### src/rtl/rrd_pkg.sv
package rrd_pkg;

  typedef enum logic [1:0] {
    CMD_READ   = 2'd0,
    CMD_WRITE  = 2'd1,
    CMD_FLUSH  = 2'd2,
    CMD_WRPOST = 2'd3
  } rrd_cmd_e;

  function automatic logic cmd_has_data(input logic [1:0] cmd);
    return cmd[0];
  endfunction

endpackage

### src/rtl/rrd_rr_pointer.sv
module rrd_rr_pointer #(
  parameter int N  = 4,
  parameter int PW = (N > 1) ? $clog2(N) : 1
) (
  input  logic          clk,
  input  logic          rst,
  input  logic          advance,
  output logic [PW-1:0] ptr
);

  always_ff @(posedge clk) begin
    if (rst) begin
      ptr <= '0;
    end else if (advance) begin
      ptr <= (ptr == PW'(N - 1)) ? '0 : ptr + PW'(1);
    end
  end

  // the pointer never names a link that does not exist
  a_r1_ptr_range: assert property (@(posedge clk) disable iff (rst)
    {1'b0, ptr} < (PW + 1)'(N));

  // one step per attempt, with wrap
  a_r1_ptr_step: assert property (@(posedge clk) disable iff (rst)
    advance |=> (ptr == (($past(ptr) == PW'(N - 1)) ? '0 : $past(ptr) + PW'(1))));

endmodule

### src/rtl/rrd_link_layer.sv
module rrd_link_layer #(
  parameter int CW = 5
) (
  input  logic          clk,
  input  logic          rst,
  input  logic          grant,
  input  logic          refuse,
  input  logic [CW-1:0] hold_cycles,
  output logic          busy
);

  logic [CW-1:0] remain;

  always_ff @(posedge clk) begin
    if (rst) begin
      remain <= '0;
    end else if (grant) begin
      remain <= hold_cycles;
    end else if (refuse) begin
      remain <= CW'(1);
    end else if (remain != '0) begin
      remain <= remain - CW'(1);
    end
  end

  assign busy = (remain != '0);

  // an accepted transfer occupies the layer on the next cycle
  a_r4_busy_after_grant: assert property (@(posedge clk) disable iff (rst)
    grant |=> busy);

  // a refusal occupies the layer for exactly one cycle
  a_r3_refuse_one_cycle: assert property (@(posedge clk) disable iff (rst)
    refuse |=> busy ##1 !busy);

  // nothing is offered to an occupied layer
  a_r2_no_offer_busy: assert property (@(posedge clk) disable iff (rst)
    busy |-> !(grant || refuse));

endmodule

### src/rtl/rrd_route_table.sv
module rrd_route_table #(
  parameter int ID_W    = 4,
  parameter int SRC_W   = 2,
  parameter int MAX_OUT = 4
) (
  input  logic             clk,
  input  logic             rst,
  input  logic [ID_W-1:0]  look_id,
  output logic             hit,
  output logic             full,
  input  logic             wr_en,
  input  logic [SRC_W-1:0] wr_src,
  input  logic             rd_en,
  input  logic [ID_W-1:0]  rd_id,
  output logic             rsp_valid,
  output logic [SRC_W-1:0] rsp_src
);

  localparam int DEPTH = 1 << ID_W;
  localparam int OW    = $clog2(MAX_OUT + 1);

  logic [SRC_W-1:0] tag_mem [DEPTH];
  logic [DEPTH-1:0] live;
  logic [OW-1:0]    used;
  logic             release_hit;

  assign hit         = live[look_id];
  assign full        = (used == OW'(MAX_OUT));
  assign release_hit = rd_en && live[rd_id];

  // tag storage without reset, registered read
  always_ff @(posedge clk) begin
    if (wr_en) begin
      tag_mem[look_id] <= wr_src;
    end
    rsp_src <= tag_mem[rd_id];
  end

  always_ff @(posedge clk) begin
    if (rst) begin
      live      <= '0;
      used      <= '0;
      rsp_valid <= 1'b0;
    end else begin
      rsp_valid <= release_hit;
      used      <= used + OW'(wr_en) - OW'(release_hit);
      if (release_hit) begin
        live[rd_id] <= 1'b0;
      end
      if (wr_en) begin
        live[look_id] <= 1'b1;
      end
    end
  end

  // occupancy never exceeds the table capacity
  a_r8_used_cap: assert property (@(posedge clk) disable iff (rst)
    {1'b0, used} <= (OW + 1)'(MAX_OUT));

  // no entry is written while the table is full
  a_r8_no_write_full: assert property (@(posedge clk) disable iff (rst)
    wr_en |-> !full);

  // an ID is never stored twice
  a_r7_no_dup_write: assert property (@(posedge clk) disable iff (rst)
    wr_en |-> !hit);

endmodule

### src/rtl/rrd_stat_bank.sv
module rrd_stat_bank #(
  parameter int N_SRC  = 4,
  parameter int N_DST  = 4,
  parameter int N_CMD  = 4,
  parameter int CNT_W  = 16,
  parameter int BYTE_W = 24,
  parameter int LEN_W  = 8,
  parameter int SRC_W  = 2,
  parameter int DST_W  = 2,
  parameter int CMD_W  = 2
) (
  input  logic              clk,
  input  logic              rst,
  input  logic              upd,
  input  logic [SRC_W-1:0]  upd_src,
  input  logic [DST_W-1:0]  upd_dst,
  input  logic [CMD_W-1:0]  upd_cmd,
  input  logic [LEN_W-1:0]  upd_bytes,
  input  logic [SRC_W-1:0]  rd_src,
  input  logic [DST_W-1:0]  rd_dst,
  input  logic [CMD_W-1:0]  rd_cmd,
  output logic [CNT_W-1:0]  rd_pkts,
  output logic [BYTE_W-1:0] rd_bytes,
  output logic [CNT_W-1:0]  rd_cmd_cnt
);

  localparam int PAIRS = N_SRC * N_DST;
  localparam int IW    = (PAIRS > 1) ? $clog2(PAIRS) : 1;

  logic [CNT_W-1:0]  pkt_cnt  [PAIRS];
  logic [BYTE_W-1:0] byte_sum [PAIRS];
  logic [CNT_W-1:0]  cmd_cnt  [N_CMD];
  logic [IW-1:0]     wr_idx, rd_idx;

  assign wr_idx = IW'(int'(upd_src) * N_DST + int'(upd_dst));
  assign rd_idx = IW'(int'(rd_src) * N_DST + int'(rd_dst));

  always_ff @(posedge clk) begin
    if (rst) begin
      for (int p = 0; p < PAIRS; p++) begin
        pkt_cnt[p]  <= '0;
        byte_sum[p] <= '0;
      end
      for (int c = 0; c < N_CMD; c++) begin
        cmd_cnt[c] <= '0;
      end
      rd_pkts    <= '0;
      rd_bytes   <= '0;
      rd_cmd_cnt <= '0;
    end else begin
      if (upd) begin
        pkt_cnt[wr_idx]  <= pkt_cnt[wr_idx] + CNT_W'(1);
        byte_sum[wr_idx] <= byte_sum[wr_idx] + BYTE_W'(upd_bytes);
        cmd_cnt[upd_cmd] <= cmd_cnt[upd_cmd] + CNT_W'(1);
      end
      rd_pkts    <= pkt_cnt[rd_idx];
      rd_bytes   <= byte_sum[rd_idx];
      rd_cmd_cnt <= cmd_cnt[rd_cmd];
    end
  end

endmodule

### src/rtl/rr_link_distributor.sv
module rr_link_distributor
  import rrd_pkg::*;
#(
  parameter int N_LINKS    = 4,
  parameter int N_SRC      = 4,
  parameter int ADDR_W     = 32,
  parameter int ID_W       = 4,
  parameter int LEN_W      = 8,
  parameter int DLY_W      = 8,
  parameter int BEAT_BYTES = 16,
  parameter int FRONT_LAT  = 2,
  parameter int FWD_LAT    = 1,
  parameter int MAX_OUT    = 4,
  parameter int CNT_W      = 16,
  parameter int BYTE_W     = 24,
  parameter int PW         = (N_LINKS > 1) ? $clog2(N_LINKS) : 1,
  parameter int SRC_W      = (N_SRC > 1) ? $clog2(N_SRC) : 1
) (
  input  logic               clk,
  input  logic               rst,
  input  logic               req_valid,
  output logic               req_ready,
  input  logic [ADDR_W-1:0]  req_addr,
  input  logic [1:0]         req_cmd,
  input  logic [LEN_W-1:0]   req_len,
  input  logic [ID_W-1:0]    req_id,
  input  logic [SRC_W-1:0]   req_src,
  input  logic               req_need_rsp,
  input  logic               req_inhibit,
  input  logic [DLY_W-1:0]   req_delay,
  output logic               dup_err,
  output logic [N_LINKS-1:0] link_valid,
  input  logic [N_LINKS-1:0] link_ready,
  output logic [ADDR_W-1:0]  link_addr,
  output logic [1:0]         link_cmd,
  output logic [LEN_W-1:0]   link_len,
  output logic [ID_W-1:0]    link_id,
  output logic [DLY_W-1:0]   link_delay,
  output logic [N_LINKS-1:0] link_busy,
  input  logic               rsp_in_valid,
  input  logic [ID_W-1:0]    rsp_in_id,
  output logic               rsp_out_valid,
  output logic [SRC_W-1:0]   rsp_out_src,
  input  logic [N_LINKS-1:0] rng_upd_valid,
  input  logic [ADDR_W-1:0]  rng_upd_base,
  input  logic [ADDR_W-1:0]  rng_upd_last,
  output logic [ADDR_W-1:0]  range_base,
  output logic [ADDR_W-1:0]  range_last,
  output logic [N_LINKS-1:0] range_seen,
  input  logic [SRC_W-1:0]   stat_src,
  input  logic [PW-1:0]      stat_dst,
  input  logic [1:0]         stat_cmd,
  output logic [CNT_W-1:0]   stat_pkts,
  output logic [BYTE_W-1:0]  stat_bytes,
  output logic [CNT_W-1:0]   stat_cmd_cnt
);

  localparam int MAX_BEATS = ((1 << LEN_W) - 1 + BEAT_BYTES - 1) / BEAT_BYTES;
  localparam int CW        = $clog2(MAX_BEATS + 2);
  localparam int XLAT      = FRONT_LAT + FWD_LAT;

  logic [PW-1:0]      sel;
  logic [N_LINKS-1:0] busy_v;
  logic               need_rec, tbl_hit, tbl_full, rec_block;
  logic               sel_free, fwd, accept, refuse;
  logic [LEN_W-1:0]   data_bytes;
  logic [LEN_W:0]     rounded;
  logic [CW-1:0]      hold_cyc;

  // rotation: every offered request consumes a slot
  rrd_rr_pointer #(.N(N_LINKS), .PW(PW)) u_ptr (
    .clk     (clk),
    .rst     (rst),
    .advance (req_valid),
    .ptr     (sel)
  );

  // occupancy time of an accepted transfer
  assign data_bytes = cmd_has_data(req_cmd) ? req_len : '0;
  assign rounded    = {1'b0, data_bytes} + (LEN_W + 1)'(BEAT_BYTES - 1);
  assign hold_cyc   = CW'(rounded / (LEN_W + 1)'(BEAT_BYTES)) + CW'(1);

  // decision for this cycle
  assign need_rec  = req_need_rsp && !req_inhibit;
  assign rec_block = need_rec && (tbl_full || tbl_hit);
  assign sel_free  = !busy_v[sel];
  assign fwd       = req_valid && sel_free && !rec_block;
  assign accept    = fwd && link_ready[sel];
  assign refuse    = fwd && !link_ready[sel];
  assign req_ready = accept;
  assign dup_err   = req_valid && need_rec && tbl_hit;

  // shared payload toward the links
  assign link_addr  = req_addr;
  assign link_cmd   = req_cmd;
  assign link_len   = req_len;
  assign link_id    = req_id;
  assign link_delay = req_delay + DLY_W'(XLAT);

  for (genvar i = 0; i < N_LINKS; i++) begin : g_link
    logic hit_me;
    assign hit_me        = (sel == PW'(i));
    assign link_valid[i] = fwd && hit_me;

    rrd_link_layer #(.CW(CW)) u_layer (
      .clk         (clk),
      .rst         (rst),
      .grant       (accept && hit_me),
      .refuse      (refuse && hit_me),
      .hold_cycles (hold_cyc),
      .busy        (busy_v[i])
    );
  end

  assign link_busy = busy_v;

  rrd_route_table #(.ID_W(ID_W), .SRC_W(SRC_W), .MAX_OUT(MAX_OUT)) u_route (
    .clk       (clk),
    .rst       (rst),
    .look_id   (req_id),
    .hit       (tbl_hit),
    .full      (tbl_full),
    .wr_en     (accept && need_rec),
    .wr_src    (req_src),
    .rd_en     (rsp_in_valid),
    .rd_id     (rsp_in_id),
    .rsp_valid (rsp_out_valid),
    .rsp_src   (rsp_out_src)
  );

  rrd_stat_bank #(
    .N_SRC(N_SRC), .N_DST(N_LINKS), .N_CMD(4), .CNT_W(CNT_W), .BYTE_W(BYTE_W),
    .LEN_W(LEN_W), .SRC_W(SRC_W), .DST_W(PW), .CMD_W(2)
  ) u_stats (
    .clk        (clk),
    .rst        (rst),
    .upd        (accept),
    .upd_src    (req_src),
    .upd_dst    (sel),
    .upd_cmd    (req_cmd),
    .upd_bytes  (data_bytes),
    .rd_src     (stat_src),
    .rd_dst     (stat_dst),
    .rd_cmd     (stat_cmd),
    .rd_pkts    (stat_pkts),
    .rd_bytes   (stat_bytes),
    .rd_cmd_cnt (stat_cmd_cnt)
  );

  // range adoption: link 0 is authoritative, the rest only mark
  always_ff @(posedge clk) begin
    if (rst) begin
      range_base <= '0;
      range_last <= '0;
      range_seen <= '0;
    end else begin
      range_seen <= range_seen | rng_upd_valid;
      if (rng_upd_valid[0]) begin
        range_base <= rng_upd_base;
        range_last <= rng_upd_last;
      end
    end
  end

  // at most one link is offered a request
  a_r12_onehot: assert property (@(posedge clk) disable iff (rst)
    $onehot0(link_valid));

  // no offer without an upstream request
  a_r12_valid_needs_req: assert property (@(posedge clk) disable iff (rst)
    (link_valid != '0) |-> req_valid);

  // upstream holds a rejected request unchanged
  a_r2_hold_rejected: assert property (@(posedge clk) disable iff (rst)
    (req_valid && !req_ready) |=> (req_valid && $stable(req_addr) && $stable(req_id)
                                  && $stable(req_cmd) && $stable(req_len)));

  // non-zero links never move the adopted range
  a_r9_range_keep: assert property (@(posedge clk) disable iff (rst)
    !rng_upd_valid[0] |=> ($stable(range_base) && $stable(range_last)));

  // link 0 update is adopted on the next cycle
  a_r9_range_take: assert property (@(posedge clk) disable iff (rst)
    rng_upd_valid[0] |=> (range_base == $past(rng_upd_base)));

endmodule

### config.mk
export PLATFORM = sky130hd
export DESIGN_NAME = rr_link_distributor
export DESIGN_NICKNAME = d
export VERILOG_FILES = /design/src/rtl/rrd_pkg.sv /design/src/rtl/rrd_rr_pointer.sv /design/src/rtl/rrd_link_layer.sv /design/src/rtl/rrd_route_table.sv /design/src/rtl/rrd_stat_bank.sv /design/src/rtl/rr_link_distributor.sv
export SDC_FILE = /design/constraint.sdc
export NUM_CORES = 2
export LEC_CHECK = 0
export BUFFER_PORTS_ARGS = -buffer_cell sky130_fd_sc_hd__buf_2
export CORE_MARGIN = 5
export CORE_UTILIZATION = 53
export CTS_CLUSTER_SIZE = 20
export DETAILED_ROUTE_END_ITERATION = 16
export PLACE_DENSITY = 0.85
export SYNTH_ARGS = -nofsm -noshare
export SYNTH_HDL_FRONTEND = slang
export SYNTH_SLANG_ARGS = --single-unit
### constraint.sdc
create_clock -name clk -period 6.15 [get_ports clk]
set_input_delay 0.615 -clock clk [delete_from_list [all_inputs] [get_ports clk]]
set_output_delay 0.615 -clock clk [all_outputs]
set_load 0.02 [all_outputs]
# After elaboration in Yosys (flattened, before gate mapping)
# Memories as Yosys holds them, arrays and structs flattened. A register that Yosys moved wholly into a read port is not among the register bits.
# Index checks and enable logic that the tools add are counted.
[totals] reg_bits=110 ram_bits=736 output_inout_bits=191 wordCells=129 mem_count=4
[mem_list] memory="u_stats.byte_sum" depth=16 width=24 rd=2 rd_ports_with_merged_regs=1 wr=16 line_no="rrd_stat_bank.sv:31" text="logic [BYTE_W-1:0] byte_sum [PAIRS];"
[mem_list] memory="u_stats.pkt_cnt" depth=16 width=16 rd=2 rd_ports_with_merged_regs=1 wr=16 line_no="rrd_stat_bank.sv:30" text="logic [CNT_W-1:0] pkt_cnt [PAIRS];"
[mem_list] memory="u_stats.cmd_cnt" depth=4 width=16 rd=2 rd_ports_with_merged_regs=1 wr=4 line_no="rrd_stat_bank.sv:32" text="logic [CNT_W-1:0] cmd_cnt [N_CMD];"
[mem_list] memory="u_route.tag_mem" depth=16 width=2 rd=1 rd_ports_with_merged_regs=1 wr=1 line_no="rrd_route_table.sv:22" text="logic [SRC_W-1:0] tag_mem [DEPTH];"
[classes] add_sub_neg=15 order_cmp=5 n_eq_ne=4 muxes=45 bitwise=4 reduce_logical=41
[ops] cell="$mux W16" count=5
[ops] cell="$mux W5" count=12
[ops] cell="$add A16 B1 Y16 const B" count=2
[ops] cell="$reduce_or A16 Y1" count=2
[ops] cell="$add A24 B8 Y24" count=1
[ops] cell="$logic_and A1 B1 Y1" count=24
[ops] cell="$mux W24" count=1
[ops] cell="$reduce_or A24 Y1" count=1
[ops] cell="$reduce_bool A5 Y1" count=4
[ops] cell="$sub A5 B1 Y5 const B" count=4
[ops] cell="$and A16 B16 Y16" count=1
[ops] cell="$mux W1" count=16
[ops] cell="$not A16 Y16" count=1
[ops] cell="$or A16 B16 Y16" count=1
[ops] cell="$reduce_bool A3 Y1" count=4
[ops] cell="$lt A4 B5 Y1 const B" count=2
[ops] cell="$add A8 B4 Y9 const B" count=1
[ops] cell="$add A4 B2 Y4" count=2
[ops] cell="$add A8 B2 Y8 const B" count=1
[ops] cell="$bmux W1 S4" count=2
[ops] cell="$demux W1 S4" count=2
[ops] cell="$ge A4 B1 Y1 const B" count=2
[ops] cell="$mux W4" count=2
[ops] cell="$mux W8" count=1
[ops] cell="other kinds (14)" count=20

# Longest topological paths before layout
[depth] ltp_word=12 mapped_depth=21

# Hierarchy
# From an unflattened synthesis, not the netlist that was laid out.
[hier_totals] hier_cells=3158 area_unflattened_um2=44806.7
[modules_own_cells] module="rrd_stat_bank" instances=1 cells_per_inst=2482 area_per_inst_um2=38020.2 seq_area_each_um2=22261.4
[modules_own_cells] module="rr_link_distributor" instances=1 cells_per_inst=349 area_per_inst_um2=3219.3 seq_area_each_um2=1361.3
[modules_own_cells] module="rrd_route_table" instances=1 cells_per_inst=199 area_per_inst_um2=2459.9 seq_area_each_um2=1401.3
[modules_own_cells] module="rrd_link_layer" instances=4 cells_per_inst=30 area_per_inst_um2=255.2 seq_area_each_um2=100.1
[modules_own_cells] module="rrd_rr_pointer" instances=1 cells_per_inst=8 area_per_inst_um2=86.3 seq_area_each_um2=40.0

# Worst setup path before layout
# No wires, ideal clock.
[synth_path] kind="register to register" start="register u_ptr.ptr[1]" end="memory u_stats.byte_sum[10][18] (data pin)" t_arrival_ns=5.497 t_required_ns=5.884 setup_slack_ns=0.387 path_stages_with_launch=21 n_path_buf=9 synth_period_minus_slack_ns=5.763 cell_sequence="dfxtp_1 buf_2 buf_4 buf_2 buf_2 buf_2 buf_2 buf_2 clkbuf_1 mux4_2 mux4_2 ha_1 fa_1 a211oi_1 o21ai_0 a21o_1 a21oi_1 nor4_1 xnor2_1 clkbuf_1 nor2_1"
[synth_lines] element="start, declared" line_no="rrd_rr_pointer.sv:8" text="output logic [PW-1:0] ptr"
[synth_lines] element="start signal, assigned" line_no="rrd_rr_pointer.sv:15" text="ptr <= (ptr == PW'(N - 1)) ? '0 : ptr + PW'(1);"
[synth_lines] element="end, declared" line_no="rrd_stat_bank.sv:31"

==> run_results.csv <==
group,metric,value,unit
yosys,postSynth.asyncResetShare,0,%
setup_path,worst-setup-path-type,"flip-flop to flip-flop",
sta,setup_tns,0,ps
final_layout,area_delta_synth_final,11.3,%
setup_path,timing.rr.start,"u_ptr.ptr[0]$_SDFFE_PP0P_",
global_route,grt_start_max_net_pins,85,
setup_path,reg2reg_to,"u_stats.byte_sum[3][15]$_SDFFCE_PN0P_",
clock_tree,cts_root_buf,"clkbuf_16",
global_route,grt_pass1_wl,192000,µm
clock_tree,cts_resized,0,
sta,period_minus_slack,5490,ps
sta,slew_headroom,19.0,%
min_path,whs_path_depth,3,
yosys,syn_nets,3265,
min_path,hold_end,"range_seen[3]$_SDFF_PP0_",
clock_tree,clock_path_buffers,3,
power_and_ir_drop,combPwrFrac,16.3,%
power_and_ir_drop,p_int,0.0113,W
drt,drc,0,
yosys,syn_inst,3093,
yosys,ys_seq_area_share,57.1,%
clock_tree,clk_latency,670,ps
final_layout,fin_nets,3403,
global_route,overflow,0,
setup_path,critPathSlowestCell,"o21ai_1",
clock_tree,cts_inserted_buffers,93,
yosys,avgSynthCellArea,14.4,µm²
yosys,yosys_warnings,0,
floorplanning,die_width,300,µm
floorplanning,core,83600,µm²
clock_tree,cts_hold_buf,0,
setup_path,cpPeakStageDelay,1020,ps
sta,post-route-period-util,89.3,%
setup_path,startpoint_type,"flip-flop",
setup_path,path_cells,"buf_4 > mux4_2 > mux4_2 > ha_1 > inv_1 > o21a_1 > o21a_1 > or3_1 > o21ai_1 > a21oi_1",
floorplanning,io_pins,335,
drt,ant_nets,0,
placed_design,place_congestion,0.839,
setup_path,r2r_cells,10,
final_layout,final_layout_size_suffix_gt1_share,30.5,%
placed_design,place_inst,4216,
clock_tree,cts-htree-levels,3,
sta,fin_ws,660,ps
setup_path,path_buf_inv,2,
power_and_ir_drop,peakVddDrop,0.000210,V
global_route,track_usage,28.5,%
placed_design,dpl.hpwl,72700,µm
clock_tree,clkSinkCount,904,
drt,drt_iter0_markers,4709,
yosys,synthFlopType,"edfxtp_1",
floorplanning,die_h,300,µm
power_and_ir_drop,p_clk_share,37.3,%
min_path,hp-class,"primary input to flip-flop",
yosys,synth-seq-cells,904,
run_status,outcome,"finished clean",
drt,dr.pass1.iters,8,
final_layout,fin_cells,4398,
sta,finalSetupViolCount,0,
floorplanning,dieArea,90000,µm²
placed_design,detailedPlace.worstSlack,789,ps
yosys,synthDistinctLibCells,60,
global_route,grt_pass1_vias,30800,
setup_path,cp.arrival,5840,ps
power_and_ir_drop,power.density,312,nW/µm²
drt,routed_via_density,6.83,
setup_path,rrSetupSlack,660,ps
power_and_ir_drop,p_leak,17.9,nW
setup_path,worst_setup_path_end_kind,"flip-flop",
sta,finalHoldViolations,0,
global_route,antenna_found_initial,5,
clock_tree,path_clk_slew,60,ps
sta,finalMaxSlewViolations,0,
setup_path,cp_data_required_time,6500,ps
drt,wl_per_cell,29.6,µm
clock_tree,cts_setup_buffers,0,
floorplanning,start_util,53.4,%
sta,rsz0062_at_grt,"no",
clock_tree,cts_tree,"done",
drt,vias,30000,
power_and_ir_drop,p_switching,0.00417,W
flow_run,cap_violations,0,
setup_path,cp_max_fo,48,
drt,wirelength,130000,µm
sta,finalClockSkew,23.1,ps
sta,tightest_slew,1210,ps
min_path,hp-start,"rng_upd_valid[3]",
power_and_ir_drop,p_seq_share,46.3,%
floorplanning,rows,106,
setup_path,critical-path-top-delay-family,"compound AO/OA/AOI/OAI gates",
yosys,netlist_area,44600,µm²
sta,max_freq,182,MHz
yosys,synth_edf_count,736,
placed_design,io_buffers,270,
power_and_ir_drop,switching_share,26.9,%
[metrics by stage]
step	area, µm²	hold slack (ps)	power (W)	utilization (%)
2_1_floorplan	44600	454	0.00906	-
3_3_place_gp	46500	440	0.00968	55.7
3_5_place_dp	46500	447	0.00976	55.7
4_1_cts	49600	149	0.0155	59.4
5_1_grt	49600	174	0.0160	59.4
6_report	49600	182	0.0155	59.4
[layout make-up]
cell class / count / area [µm²]
Sequential cell: 904 / 25500
Clock inverter: 44 / 462
Multi-Input combinational cell: 1841 / 17500
Antenna cell: 6 / 15.0
Fill cell: 5948 / 33900
Inverter: 33 / 126
Timing Repair Buffer: 358 / 2060
Clock buffer: 132 / 2630
Tap cell: 1080 / 1350
[per-layer routing]
| metal | up-vias | track usage [%] | wire length, µm |
|---|---|---|---|
| met2 | 2892 | 46.8 | 62400 |
| met5 | - | 1.03 | 131 |
| met4 | 6 | 16.7 | 8980 |
| met1 | 14500 | 34.3 | 40500 |
| met3 | 704 | 7.43 | 18400 |
| li1 | 11900 | - | - |
[placed cells by master (no fill, tap or decap), types with 9 or more instances in the layout]
cell type and instances:
edfxtp_1 736, nand2_2 33, clkbuf_1 23, xor2_1 23, nand3_1 25, mux2_2 18
clkinv_1 17, clkinv_2 9, mux2i_1 73, mux4_1 10, and2_1 77, o211ai_1 11
xnor2_1 29, o21ai_0 20, nor3_1 19, ha_1 26, nor2b_1 11, dfxtp_1 166
mux4_2 431, nor2_2 10, a22oi_1 24, buf_4 89, clkbuf_16 97, bufinv_16 9
buf_2 265, a21oi_1 109, nand2_1 75, nor2_1 718, inv_1 32
[power groups by stage]
stage | combinational (W) | clock, W | sequential, W
finish | 0.00253 | 0.00579 | 0.00718
global route | 0.00268 | 0.00609 | 0.00721
global placement | 0.00242 | 0 | 0.00726
detailed placement | 0.00247 | 0 | 0.00729
floorplan | 0.00178 | 0 | 0.00728
CTS | 0.00250 | 0.00580 | 0.00717
[worst max-delay path by stage]
stage                                   start                                      to  slack, ps  depth (start not counted)
finish              u_ptr.ptr[0]$_SDFFE_PP0P_   u_stats.byte_sum[3][15]$_SDFFCE_PN0P_        660                         10
global route        u_ptr.ptr[0]$_SDFFE_PP0P_  u_stats.byte_sum[12][15]$_SDFFCE_PN0P_        360                         10
CTS                 u_ptr.ptr[0]$_SDFFE_PP0P_   u_stats.byte_sum[3][15]$_SDFFCE_PN0P_        700                         10
detailed placement  u_ptr.ptr[0]$_SDFFE_PP0P_  u_stats.byte_sum[12][15]$_SDFFCE_PN0P_        790                         10
global placement    u_ptr.ptr[0]$_SDFFE_PP0P_  u_stats.byte_sum[13][15]$_SDFFCE_PN0P_        940                         10
floorplan           u_ptr.ptr[1]$_SDFFE_PP0P_  u_stats.byte_sum[10][18]$_SDFFCE_PN0P_        390                         20
[cell usage after synthesis (all sizes together) (5+ instances only)]
library cell | count | share of area (%)
xor2 | 29 | 0.82
nor4b | 6 | 0.12
nand2b | 7 | 0.098
nor2 | 728 | 6.2
and3 | 7 | 0.11
dfxtp | 168 | 7.5
nor3 | 19 | 0.21
nor4 | 5 | 0.070
ha | 26 | 0.73
a22oi | 24 | 0.40
and2 | 78 | 1.1
o21ai | 23 | 0.26
nand2 | 108 | 0.92
edfxtp | 736 | 50
buf | 136 | 2.0
mux4 | 441 | 22
or3 | 8 | 0.11
or4 | 5 | 0.084
nand4 | 8 | 0.11
a21oi | 109 | 1.2
nor2b | 11 | 0.15
inv | 32 | 0.27
clkbuf | 179 | 1.5
xnor2 | 31 | 0.64
o211ai | 11 | 0.19
mux2 | 18 | 0.45
mux2i | 73 | 1.6
nand3 | 30 | 0.41
and4 | 6 | 0.13
[logic make-up (layout without fill, tap and decap cells)]
| kind of cell | Yosys count | after routing | synth area share (%) |
|---|---|---|---|
| other cells | 0 | 6 | 0 |
| simple gates | 1034 | 1034 | 9.94 |
| buf+inv | 348 | 567 | 3.78 |
| fa+ha+maj | 29 | 29 | 0.842 |
| xor+xnor | 60 | 60 | 1.47 |
| compound gates | 186 | 186 | 2.40 |
| mux | 532 | 532 | 24.5 |
| flops | 904 | 904 | 57.1 |
[worst min-delay path, cell delays in order]
cell and delay [ps]:
buf_2 70, nor2_1 30, nor2_1 70
[flip-flops by register name (all words and copies together) (netlist names)]
signal                 cells
u_stats.rd_cmd_cnt        16
u_stats.pkt_cnt          256
range_seen                 4
u_stats.cmd_cnt           64
u_stats.byte_sum         384
u_route.rsp_valid          1
u_route.live              16
range_base                32
u_stats.rd_pkts           16
u_route.used               3
u_route.rsp_src            2
range_last                32
u_stats.rd_bytes          24
g_link.u_layer.remain     20
u_ptr.ptr                  2
u_route.tag_mem           32
No activity file was read; power rests on OpenSTA's default activity.
